`config.mk`:
```
export PLATFORM = sky130hd
export DESIGN_NAME = rs_row_sequencer
export DESIGN_NICKNAME = d
export VERILOG_FILES = /design/src/rtl/rs_seq_pkg.sv /design/src/rtl/rs_seq_cfg.sv /design/src/rtl/rs_slot_timer.sv /design/src/rtl/rs_row_pointer.sv /design/src/rtl/rs_row_sequencer.sv
export SDC_FILE = /design/constraint.sdc
export NUM_CORES = 1
export LEC_CHECK = 0
export CORE_ASPECT_RATIO = 0.7
export CORE_MARGIN = 2
export CORE_UTILIZATION = 60
export CTS_BUF_LIST = sky130_fd_sc_hd__clkbuf_4 sky130_fd_sc_hd__clkbuf_8
export DETAILED_ROUTE_END_ITERATION = 16
export GPL_ROUTABILITY_DRIVEN = 0
export PLACE_DENSITY_LB_ADDON = 0.12
export SLEW_MARGIN = 10
export SYNTH_ARGS = -nofsm -noshare
export SYNTH_HDL_FRONTEND = slang
export SYNTH_SLANG_ARGS = --single-unit
```
`constraint.sdc`:
```
create_clock -name clk -period 9.1 [get_ports clk]
set_input_delay 1.365 -clock clk [delete_from_list [all_inputs] [get_ports clk]]
set_output_delay 1.365 -clock clk [all_outputs]
set_load 0.03 [all_outputs]
```
`src/rtl/rs_seq_pkg.sv`:
```
// Shared defaults and helpers for the rolling shutter row sequencer.
package rs_seq_pkg;
    localparam int unsigned RS_ROW_W    = 8;
    localparam int unsigned RS_NUM_ROWS = 200;
    localparam int unsigned RS_EXP_W    = 10;
    localparam int unsigned RS_EXP_MAX  = 600;
    localparam int unsigned RS_ACC_W    = 4;
    localparam int unsigned RS_RRT_W    = 8;

    // Larger of two widths, used to size the period datapath.
    function automatic int unsigned rs_umax(input int unsigned a, input int unsigned b);
        return (a > b) ? a : b;
    endfunction
endpackage

```
`src/rtl/rs_seq_cfg.sv`:
```
// Effective configuration: clamps the raw settings and derives the window
// height, exposure slots, frame period and slot length. Purely combinational.
// Assumes NUM_ROWS <= 2**ROW_W and EXP_MAX < 2**EXP_W.
module rs_seq_cfg #(
    parameter int unsigned ROW_W    = 8,
    parameter int unsigned NUM_ROWS = 200,
    parameter int unsigned EXP_W    = 10,
    parameter int unsigned EXP_MAX  = 600,
    parameter int unsigned ACC_W    = 4,
    parameter int unsigned RRT_W    = 8,
    parameter int unsigned PER_W    = 13
) (
    input  logic [RRT_W-1:0] rrt_in,
    input  logic [EXP_W-1:0] exp_in,
    input  logic [ROW_W-1:0] first_in,
    input  logic [ROW_W-1:0] last_in,
    input  logic [ACC_W-1:0] acc_in,
    output logic [ROW_W-1:0] base_o,
    output logic [ROW_W:0]   height_o,
    output logic [PER_W-1:0] expo_o,
    output logic [PER_W-1:0] period_o,
    output logic [RRT_W-1:0] rrt_o
);
    localparam logic [ROW_W-1:0] TOP_ROW = ROW_W'(NUM_ROWS - 1);
    localparam logic [EXP_W-1:0] EXP_CAP = EXP_W'(EXP_MAX);

    logic [ROW_W-1:0] first_c, last_c, last_fix;
    logic [EXP_W-1:0] exp_c;
    logic [PER_W-1:0] height_w, acc_prod;

    // Clamp window bounds and exposure, then derive the exposure and period.
    always_comb begin
        first_c  = (first_in > TOP_ROW) ? TOP_ROW : first_in;
        last_c   = (last_in > TOP_ROW) ? TOP_ROW : last_in;
        last_fix = (last_c < first_c) ? first_c : last_c;
        height_o = {1'b0, last_fix} - {1'b0, first_c} + 1'b1;
        base_o   = first_c;
        exp_c    = (exp_in == '0) ? EXP_W'(1) : ((exp_in > EXP_CAP) ? EXP_CAP : exp_in);
        height_w = PER_W'(height_o);
        acc_prod = PER_W'(acc_in) * height_w;
        expo_o   = (acc_in > ACC_W'(1)) ? acc_prod : PER_W'(exp_c);
        period_o = (expo_o > height_w) ? expo_o : height_w;
        rrt_o    = (rrt_in == '0) ? RRT_W'(1) : rrt_in;
    end
endmodule

```
`src/rtl/rs_slot_timer.sv`:
```
// Row slot timer: divides the clock into slots of rrt cycles and flags the
// first cycle of every slot. Assumes rrt >= 1 and stable while en is high.
module rs_slot_timer #(
    parameter int unsigned RRT_W = 8
) (
    input  logic             clk,
    input  logic             rst_n,
    input  logic             en,
    input  logic [RRT_W-1:0] rrt,
    output logic             tick
);
    logic [RRT_W-1:0] tcnt;

    // Count cycles within the slot, restarting from zero when disabled.
    always_ff @(posedge clk) begin
        if (!rst_n || !en)       tcnt <= '0;
        else if (tcnt == rrt - 1'b1) tcnt <= '0;
        else                     tcnt <= tcnt + 1'b1;
    end

    assign tick = en && (tcnt == '0);

    // slot starts are at least two cycles apart unless a slot is one cycle long.
    a_r1_slot_spacing: assert property (@(posedge clk) disable iff (!rst_n)
        (tick && rrt != RRT_W'(1)) |=> !tick);
endmodule

```
`src/rtl/rs_row_pointer.sv`:
```
// One row pointer: waits a programmed number of slots, then steps one row per
// slot through a period of `period` slots, the first `height` of which address
// window rows. Outputs are registered single-cycle strobes with the row address.
// Assumes base, height and period are stable while tick can occur.
module rs_row_pointer #(
    parameter int unsigned ROW_W = 8,
    parameter int unsigned PER_W = 13
) (
    input  logic             clk,
    input  logic             rst_n,
    input  logic             load,
    input  logic [PER_W-1:0] load_delay,
    input  logic             tick,
    input  logic [ROW_W-1:0] base,
    input  logic [ROW_W:0]   height,
    input  logic [PER_W-1:0] period,
    output logic             stb,
    output logic [ROW_W-1:0] row,
    output logic             first_row,
    output logic             last_row
);
    logic [PER_W-1:0] dly;
    logic [PER_W-1:0] phase;
    logic [PER_W-1:0] height_w;
    logic             hit;

    assign height_w = PER_W'(height);
    assign hit      = tick && (dly == '0) && (phase < height_w);

    // Track the start delay and the position inside the frame period.
    always_ff @(posedge clk) begin
        if (!rst_n) begin
            dly   <= '0;
            phase <= '0;
        end else if (load) begin
            dly   <= load_delay;
            phase <= '0;
        end else if (tick) begin
            if (dly != '0)                  dly   <= dly - 1'b1;
            else if (phase == period - 1'b1) phase <= '0;
            else                            phase <= phase + 1'b1;
        end
    end

    // Register the strobe, the row address and the frame-edge flags.
    always_ff @(posedge clk) begin
        if (!rst_n) begin
            stb       <= 1'b0;
            row       <= '0;
            first_row <= 1'b0;
            last_row  <= 1'b0;
        end else begin
            stb       <= hit;
            row       <= hit ? (base + phase[ROW_W-1:0]) : '0;
            first_row <= hit && (phase == '0);
            last_row  <= hit && (phase == height_w - 1'b1);
        end
    end

    // every addressed row lies inside the window.
    a_r2_row_in_window: assert property (@(posedge clk) disable iff (!rst_n)
        stb |-> (row >= base) && ({1'b0, row} <= {1'b0, base} + height - 1'b1));
    // the position never leaves the frame period.
    a_r8_phase_bound: assert property (@(posedge clk) disable iff (!rst_n)
        (period != '0) |-> (phase < period));
endmodule

```
`src/rtl/rs_row_sequencer.sv`:
```
// Rolling shutter row sequencer top. Samples the configuration when run rises,
// then drives a clear pointer and a sample pointer that lags it by the
// effective exposure, both paced by the row slot timer. Stops on run low.
// Assumes the window rows exist on the sensor after clamping to NUM_ROWS.
module rs_row_sequencer
    import rs_seq_pkg::*;
#(
    parameter int unsigned ROW_W    = RS_ROW_W,
    parameter int unsigned NUM_ROWS = RS_NUM_ROWS,
    parameter int unsigned EXP_W    = RS_EXP_W,
    parameter int unsigned EXP_MAX  = RS_EXP_MAX,
    parameter int unsigned ACC_W    = RS_ACC_W,
    parameter int unsigned RRT_W    = RS_RRT_W
) (
    input  logic             clk,
    input  logic             rst_n,
    input  logic             run,
    input  logic [RRT_W-1:0] rrt_cycles,
    input  logic [EXP_W-1:0] exp_rows,
    input  logic [ROW_W-1:0] win_first,
    input  logic [ROW_W-1:0] win_last,
    input  logic [ACC_W-1:0] acc_frames,
    output logic             clr_stb,
    output logic [ROW_W-1:0] clr_row,
    output logic             smp_stb,
    output logic [ROW_W-1:0] smp_row,
    output logic             frame_start,
    output logic             frame_done
);
    localparam int unsigned PER_W = rs_umax(EXP_W, ACC_W + ROW_W + 1) + 1;

    logic             active, load, slot_en, tick;
    logic [ROW_W-1:0] base_n, base_q;
    logic [ROW_W:0]   height_n, height_q;
    logic [PER_W-1:0] expo_n, period_n, period_q;
    logic [RRT_W-1:0] rrt_n, rrt_q;

    rs_seq_cfg #(
        .ROW_W(ROW_W), .NUM_ROWS(NUM_ROWS), .EXP_W(EXP_W), .EXP_MAX(EXP_MAX),
        .ACC_W(ACC_W), .RRT_W(RRT_W), .PER_W(PER_W)
    ) u_cfg (
        .rrt_in(rrt_cycles), .exp_in(exp_rows), .first_in(win_first),
        .last_in(win_last), .acc_in(acc_frames), .base_o(base_n),
        .height_o(height_n), .expo_o(expo_n), .period_o(period_n), .rrt_o(rrt_n)
    );

    assign load    = run && !active;
    assign slot_en = run && active;

    // Follow run one cycle late so its rise marks the configuration load.
    always_ff @(posedge clk) begin
        if (!rst_n) active <= 1'b0;
        else        active <= run;
    end

    // Hold the effective configuration for the whole run.
    always_ff @(posedge clk) begin
        if (!rst_n) begin
            base_q   <= '0;
            height_q <= (ROW_W+1)'(1);
            period_q <= PER_W'(1);
            rrt_q    <= RRT_W'(1);
        end else if (load) begin
            base_q   <= base_n;
            height_q <= height_n;
            period_q <= period_n;
            rrt_q    <= rrt_n;
        end
    end

    rs_slot_timer #(.RRT_W(RRT_W)) u_timer (
        .clk(clk), .rst_n(rst_n), .en(slot_en), .rrt(rrt_q), .tick(tick)
    );

    rs_row_pointer #(.ROW_W(ROW_W), .PER_W(PER_W)) u_clr_ptr (
        .clk(clk), .rst_n(rst_n), .load(load), .load_delay('0), .tick(tick),
        .base(base_q), .height(height_q), .period(period_q),
        .stb(clr_stb), .row(clr_row), .first_row(frame_start), .last_row()
    );

    rs_row_pointer #(.ROW_W(ROW_W), .PER_W(PER_W)) u_smp_ptr (
        .clk(clk), .rst_n(rst_n), .load(load), .load_delay(expo_n), .tick(tick),
        .base(base_q), .height(height_q), .period(period_q),
        .stb(smp_stb), .row(smp_row), .first_row(), .last_row(frame_done)
    );

    // frame start accompanies the clear of the first window row.
    a_r4_start_on_first: assert property (@(posedge clk) disable iff (!rst_n)
        frame_start |-> clr_stb && (clr_row == base_q));
    // frame done accompanies the sample of the last window row.
    a_r5_done_on_last: assert property (@(posedge clk) disable iff (!rst_n)
        frame_done |-> smp_stb && ({1'b0, smp_row} == {1'b0, base_q} + height_q - 1'b1));
    // run low at an edge leaves no strobe after it.
    a_r10_stop: assert property (@(posedge clk) disable iff (!rst_n)
        !run |=> !clr_stb && !smp_stb);
    // strobes last a single cycle when slots are longer than one cycle.
    a_r1_single_cycle: assert property (@(posedge clk) disable iff (!rst_n)
        (smp_stb && rrt_q != RRT_W'(1) && $stable(rrt_q)) |=> !smp_stb);
endmodule

```
==> results of run 1 <==
-- kinds of logic (layout without fill, tap and decap cells) --
family / after synthesis / in the layout / share of synthesized area
AO/OA/AOI/OAI: 202 / 202 / 0.143
adder cells (fa/ha/maj): 103 / 103 / 0.150
buffers and inverters: 131 / 197 / 0.0549
XOR/XNOR: 130 / 130 / 0.122
flip-flops: 123 / 123 / 0.261
AND/OR/NAND/NOR: 478 / 478 / 0.257
multiplexers: 11 / 11 / 0.0118
-- stage by stage --
| step | instances | total power [mW] | hold WS, ns | util | TNS (ns) |
|---|---|---|---|---|---|
| finish | 1444 | 2.84 | 0.476 | 0.694 | 0 |
| detailed placement | 1408 | 2.23 | 0.469 | 0.662 | -0.348 |
| CTS | 1440 | 2.72 | 0.478 | 0.688 | 0 |
| floorplan | 1178 | 1.79 | 0.445 | - | 0 |
| global placement | 1408 | 2.18 | 0.463 | 0.662 | 0 |
| global route | 1444 | 3.05 | 0.501 | 0.694 | -0.130 |
-- power breakdown --
group          total, mW  internal, mW  switching (mW)
clock network      0.484         0.255           0.229
registers          0.669         0.588          0.0811
logic               1.69         0.764           0.925
-- layer usage --
| layer | GRT usage | vias to the layer above |
|---|---|---|
| li1 | - | 4204 |
| met1 | 0.413 | 3929 |
| met2 | 0.437 | 253 |
| met3 | 0.0449 | 16 |
| met4 | 0.0481 | 0 |
| met5 | 0 | - |
-- state kept, by name (all words and copies together) (netlist names) --
name	count
height_q	9
u_smp_ptr.last_row	1
u_clr_ptr.first_row	1
base_q	8
u_clr_ptr.phase	14
rrt_q	8
u_timer.tcnt	8
u_smp_ptr.stb	1
u_smp_ptr.dly	14
u_smp_ptr.row	8
u_smp_ptr.phase	14
u_clr_ptr.dly	14
u_clr_ptr.stb	1
u_clr_ptr.row	8
period_q	13
active	1
-- layout make-up --
cell class | instances | area, sq um | area share
Clock buffer | 19 | 255 | 0.0238
Clock inverter | 13 | 140 | 0.0131
Multi-Input combinational cell | 924 | 6510 | 0.607
Timing Repair Buffer | 87 | 807 | 0.0753
Inverter | 78 | 293 | 0.0273
Tap cell | 200 | 250 | 0.0234
Sequential cell | 123 | 2460 | 0.230
-- final timing paths --
check | start | endpoint | slack, ns | cells past startpoint
worst min register to register | rrt_q[1] | rrt_q[1] | 0.48 | 2
worst min-delay path | rrt_q[1] | rrt_q[1] | 0.48 | 2
worst max-delay path | win_last[5] | period_q[2] | 0.46 | 36
worst max register to register | u_timer.tcnt[4] | u_smp_ptr.phase[2] | 5.84 | 6
-- layout by cell type (no fill, tap or decap), types with 4 or more instances in the layout --
master | synthesis | final
o211ai_1 | 9 | 9
nand3_1 | 40 | 40
o31ai_1 | 8 | 6
or3_1 | 11 | 11
nand2b_1 | 18 | 18
buf_4 | 2 | 26
clkinv_2 | 0 | 4
clkdlybuf4s50_1 | 0 | 60
inv_1 | 78 | 78
nor3_1 | 31 | 31
nor4_1 | 22 | 22
o21ai_0 | 31 | 29
fa_1 | 17 | 16
nand4_1 | 20 | 20
xnor2_1 | 73 | 73
a21o_1 | 19 | 19
nand2_1 | 106 | 106
nor2b_1 | 24 | 23
o21a_1 | 6 | 6
a211oi_1 | 18 | 18
or2_2 | 4 | 4
or4_1 | 6 | 6
clkbuf_8 | 0 | 18
and3_1 | 11 | 11
a21oi_1 | 65 | 64
a31oi_1 | 5 | 5
xor2_1 | 56 | 56
mux2i_1 | 10 | 10
dfxtp_1 | 123 | 123
nor3b_1 | 8 | 8
ha_1 | 86 | 85
and2_1 | 24 | 24
nor2_1 | 133 | 133
-- critical path, delay by kind of cell --
family          cells  cell delay (ns)
xor+xnor            2             0.33
compound gates     13             2.19
buf+inv             4             0.72
fa+ha+maj           7             2.43
simple gates        9             1.74
mux                 1             0.20
-- repair_timing --
item                                   CTS  global route
resized for setup                        0            13
setup endpoints to repair                0             9
buffers inserted                         0             4
endpoints found under the hold margin    0             0
==> out/results.tsv, run 1 <==
stage	metric	value	unit
synth	synth_flop_cell	dfxtp_1	
setup_path	crit_path_end_kind	register	
clock_tree	cts_buffer_depth	2	
routing	route.met2.wl	9.62	mm
place	place_ws	-0.0967	ns
place	dpl-instance-area	10200	sq um
power_and_ir_drop	ir_worst_vdd	210	uV
grt	grt_max_degree	58	
setup_path	crit_fanout	9	
routing	wl_met1	11.6	mm
timing	worst_pin_slew	0.966	ns
final_layout	drive_above_1_share	0.0699	
setup_path	crit_path_frequent_cell	ha_1	
synth	synth_cell_types	79	
synth	avgSynthCellArea	8.00	sq um
timing	finalSetupViolations	0	
synth	yosysMostFrequentCell	nor2_1	
grt	track_usage	0.280	
power_and_ir_drop	power.density	265	nW/um^2
final_layout	fin_area	10700	sq um
grt	grt_pass1_wl	37.8	mm
synth	ys_ff_latch	123	
routing	drc	0	
final_layout	fill_cells	1298	
timing	fin_skew	0.0171	ns
timing	fmaxAchievable	0.116	GHz
place	port_buffers	60	
synth	synth-async-reset-ratio	0	
synth	yosys.area.top_type	dfxtp_1	
setup_path	crit_type	input pin to register	
final_layout	area_delta_synth_final	13.7	%
timing	layout_min_cycle_time	8.64	ns
routing	wl_per_cell	15.8	microns
floorplanning	core	15500	sq um
synth	synth_cells	1178	
synth	yosysWarnings	0	
timing	slew_headroom	0.346	
synth	synth_top_cell_area_share	0.261	
clock_tree	cts.sinks	123	
synth	syn_nets	1322	
setup_path	required	9.46	ns
routing	dr.first_iter.drc_count	606	
clock_tree	numCtsBuffers	17	
timing	hold_violations	0	
min_path	min_path_type	register to register	
synth	synth_area	9430	sq um
routing	num_vias	8402	
synth	synth_edf_count	0	
synth	seq_area_frac_synth	0.261	
outcome	status	completed	
clock_tree	clock_latency	0.44	ns
floorplanning	die_w	154	microns
floorplanning	ioPinCount	61	
routing	routed_wl	22.8	mm
timing	fin_ws	0.458	ns
floorplanning	dieArea	16800	sq um
floorplanning	initial_core_util	0.610	
place	post-dp-hpwl	17.5	mm
final_layout	antenna_cells	0	
routing	viasPerCell	5.82	
flow_run	drv_cap	0	
clock_tree	cts_hold_buffers	0	
timing	finalCritPeriodShare	0.950	
floorplanning	die_height	109	microns
grt	grt_pass1_vias	7674	
routing	highest_layer	met4	
setup_path	critPathArrivalTime	9.00	ns
routing	drt_first_pass_iters	5	
routing	final_antenna_net_count	0	
final_layout	nets	1375	
timing	slew_viol_final	0	
synth	yosys-top-cells-count	nor2_1, dfxtp_1, nand2_1	
clock_tree	cts_tree	done	
power_and_ir_drop	p_leak	4.48	nW
clock_tree	path_clk_slew	0.07	ns
clock_tree	root_buffer	clkbuf_8	
floorplanning	rows	38	
routing	met3_length	1.41	mm
setup_path	slowest_delay	0.55	ns
setup_path	cpMaxStageDelayCell	or4_1	
grt	grt_overflow	0	
clock_tree	h-tree-depth	4	
grt	antenna_found_initial	0	
setup_path	startpoint_type	input pin	
synth	synth_area_leaders	dfxtp_1, ha_1, xnor2_1, nor2_1, xor2_1	
(Power assumes the default switching activity.)
==> inputs of run 2 (changes only) <==
- CAP_MARGIN: not set -> 10
- CORE_MARGIN: 2 -> 4
==> run 2 against run 1 <==
Against the previous run:
- critical path depth stayed put
- non-clock buffer count down 3
- clock power is 9.9% higher
- cell area barely moved
- first-iteration DRC count down 14%
- largest power group unchanged
- final cell count down 0.28%
- count of clock-buffer cells in the layout rose by 1
- worst setup slack got worse by 0.0095 ns
- via count hardly changed
==> out/results.tsv, run 2 (synthesis gave the netlist of run 1 again) <==
stage	metric	value	unit
setup_path	startpoint_type	input pin	
final_layout	fin_util	0.694	
clock_tree	cts.sinks	123	
setup_path	crit_path_frequent_cell	ha_1	
floorplanning	dieArea	17800	sq um
clock_tree	cts_hold_buffers	0	
final_layout	antenna_cells	0	
routing	wl_per_cell	16.1	microns
clock_tree	root_buffer	clkbuf_8	
clock_tree	h-tree-depth	4	
final_layout	nets	1372	
final_layout	multi_input_area	6500	sq um
final_layout	layout_common_cells	nor2_1, dfxtp_1, nand2_1	
timing	slew_headroom	0.371	
floorplanning	ioPinCount	61	
setup_path	critPathArrivalTime	9.00	ns
clock_tree	path_clk_slew	0.07	ns
power_and_ir_drop	total_power	2.81	mW
grt	grt_overflow	0	
timing	layout_min_cycle_time	8.65	ns
routing	drt_first_pass_iters	5	
power_and_ir_drop	ir_worst_vdd	219	uV
outcome	status	completed	
place	dpl-instance-area	10200	sq um
timing	slew_viol_final	0	
setup_path	required	9.45	ns
clock_tree	cts_buffer_depth	2	
clock_tree	cts_tree	done	
grt	track_usage	0.269	
setup_path	rr_worst_depth	6	
final_layout	drive_above_1_share	0.0669	
clock_tree	clock_latency	0.44	ns
floorplanning	rows	38	
grt	grt_pass1_vias	7940	
grt	grt_pass1_wl	39.3	mm
place	place_ws	-0.0880	ns
setup_path	crit_type	input pin to register	
setup_path	slowest_delay	0.55	ns
floorplanning	core	15500	sq um
routing	viasPerCell	5.83	
final_layout	layout_commonest_cell	nor2_1	
power_and_ir_drop	power.density	262	nW/um^2
routing	routed_wl	23.1	mm
routing	final_antenna_net_count	0	
min_path	holdPathStages	2	
setup_path	crit_fanout	5	
timing	fin_skew	0.0178	ns
flow_run	drv_cap	0	
floorplanning	initial_core_util	0.610	
final_layout	fin_area	10700	sq um
final_layout	area_delta_synth_final	13.7	%
floorplanning	die_w	158	microns
setup_path	cpMaxStageDelayCell	fa_1	
setup_path	crit_path_end_kind	register	
floorplanning	die_height	113	microns
routing	num_vias	8394	
timing	fin_ws	0.448	ns
routing	dr.first_iter.drc_count	524	
timing	tns	0	ns
grt	antenna_found_initial	0	
place	post-dp-hpwl	17.5	mm
final_layout	fill_cells	1301	
place	dp_cells	1407	
timing	hold_violations	0	
min_path	min_path_type	register to register	
timing	finalCritPeriodShare	0.951	
clock_tree	numCtsBuffers	17	
final_layout	stdcell_count	1440	
power_and_ir_drop	p_leak	4.48	nW
timing	worst_pin_slew	0.944	ns
routing	drc	0	
grt	grt_max_degree	58	
place	port_buffers	60	
timing	finalSetupViolations	0	
timing	fmaxAchievable	0.116	GHz
timing	hold_slack	0.476	ns
final_layout	regArea	2460	sq um
[run 2: changes by cell type in the layout (fill, tap and decap cells not counted), sizes merged]
cell / before / now
clkbuf: 19 / 20
buf: 27 / 24
clkinvlp: 1 / 2
bufinv: 2 / 4
inv: 81 / 79
clkinv: 7 / 4
[run 2: area by class of cell]
type                       count  share of cell area
multi-input combinational    924               0.606
sequential                   123               0.230
timing repair buffer          84              0.0728
inverter                      78              0.0273
clock buffer                  20              0.0251
tap                          200              0.0233
clock inverter                11              0.0156
[run 2: power breakdown]
group	internal (mW)	total (mW)	switching (mW)
Combinational	0.719	1.61	0.887
Clock	0.314	0.532	0.218
Sequential	0.588	0.670	0.0823
[run 2: timing repair]
item                                    4_1_cts  5_1_grt
setup buffers                                 0        2
endpoints found under the setup margin        0        9
resized for setup                             0       12
[run 2: worst paths after layout]
kind	start	to	slack, ns
worst min register to register	rrt_q[1]	rrt_q[1]	0.48
worst min-delay path	rrt_q[1]	rrt_q[1]	0.48
worst max register to register	u_timer.tcnt[2]	u_smp_ptr.phase[5]	5.76
worst max-delay path	win_last[5]	period_q[2]	0.45
[run 2: worst max-delay path: cells and delay by family]
family | cells | cell delay [ns]
xor gates and xnor gates | 2 | 0.31
AOI/OAI and AO/OA | 13 | 2.18
and+or+nand+nor | 9 | 1.72
muxes | 1 | 0.21
buffers and inverters | 4 | 0.72
adders and majority gates | 7 | 2.51
[run 2: routing by layer]
metal	GRT usage	vias to the layer above	routed length, microns	share of wire
li1	-	4194	-	-
met1	0.394	3877	11300	0.49
met2	0.405	301	9740	0.42
met3	0.0612	22	1830	0.079
met4	0.0550	0	221	0.0096
met5	0	-	0	0
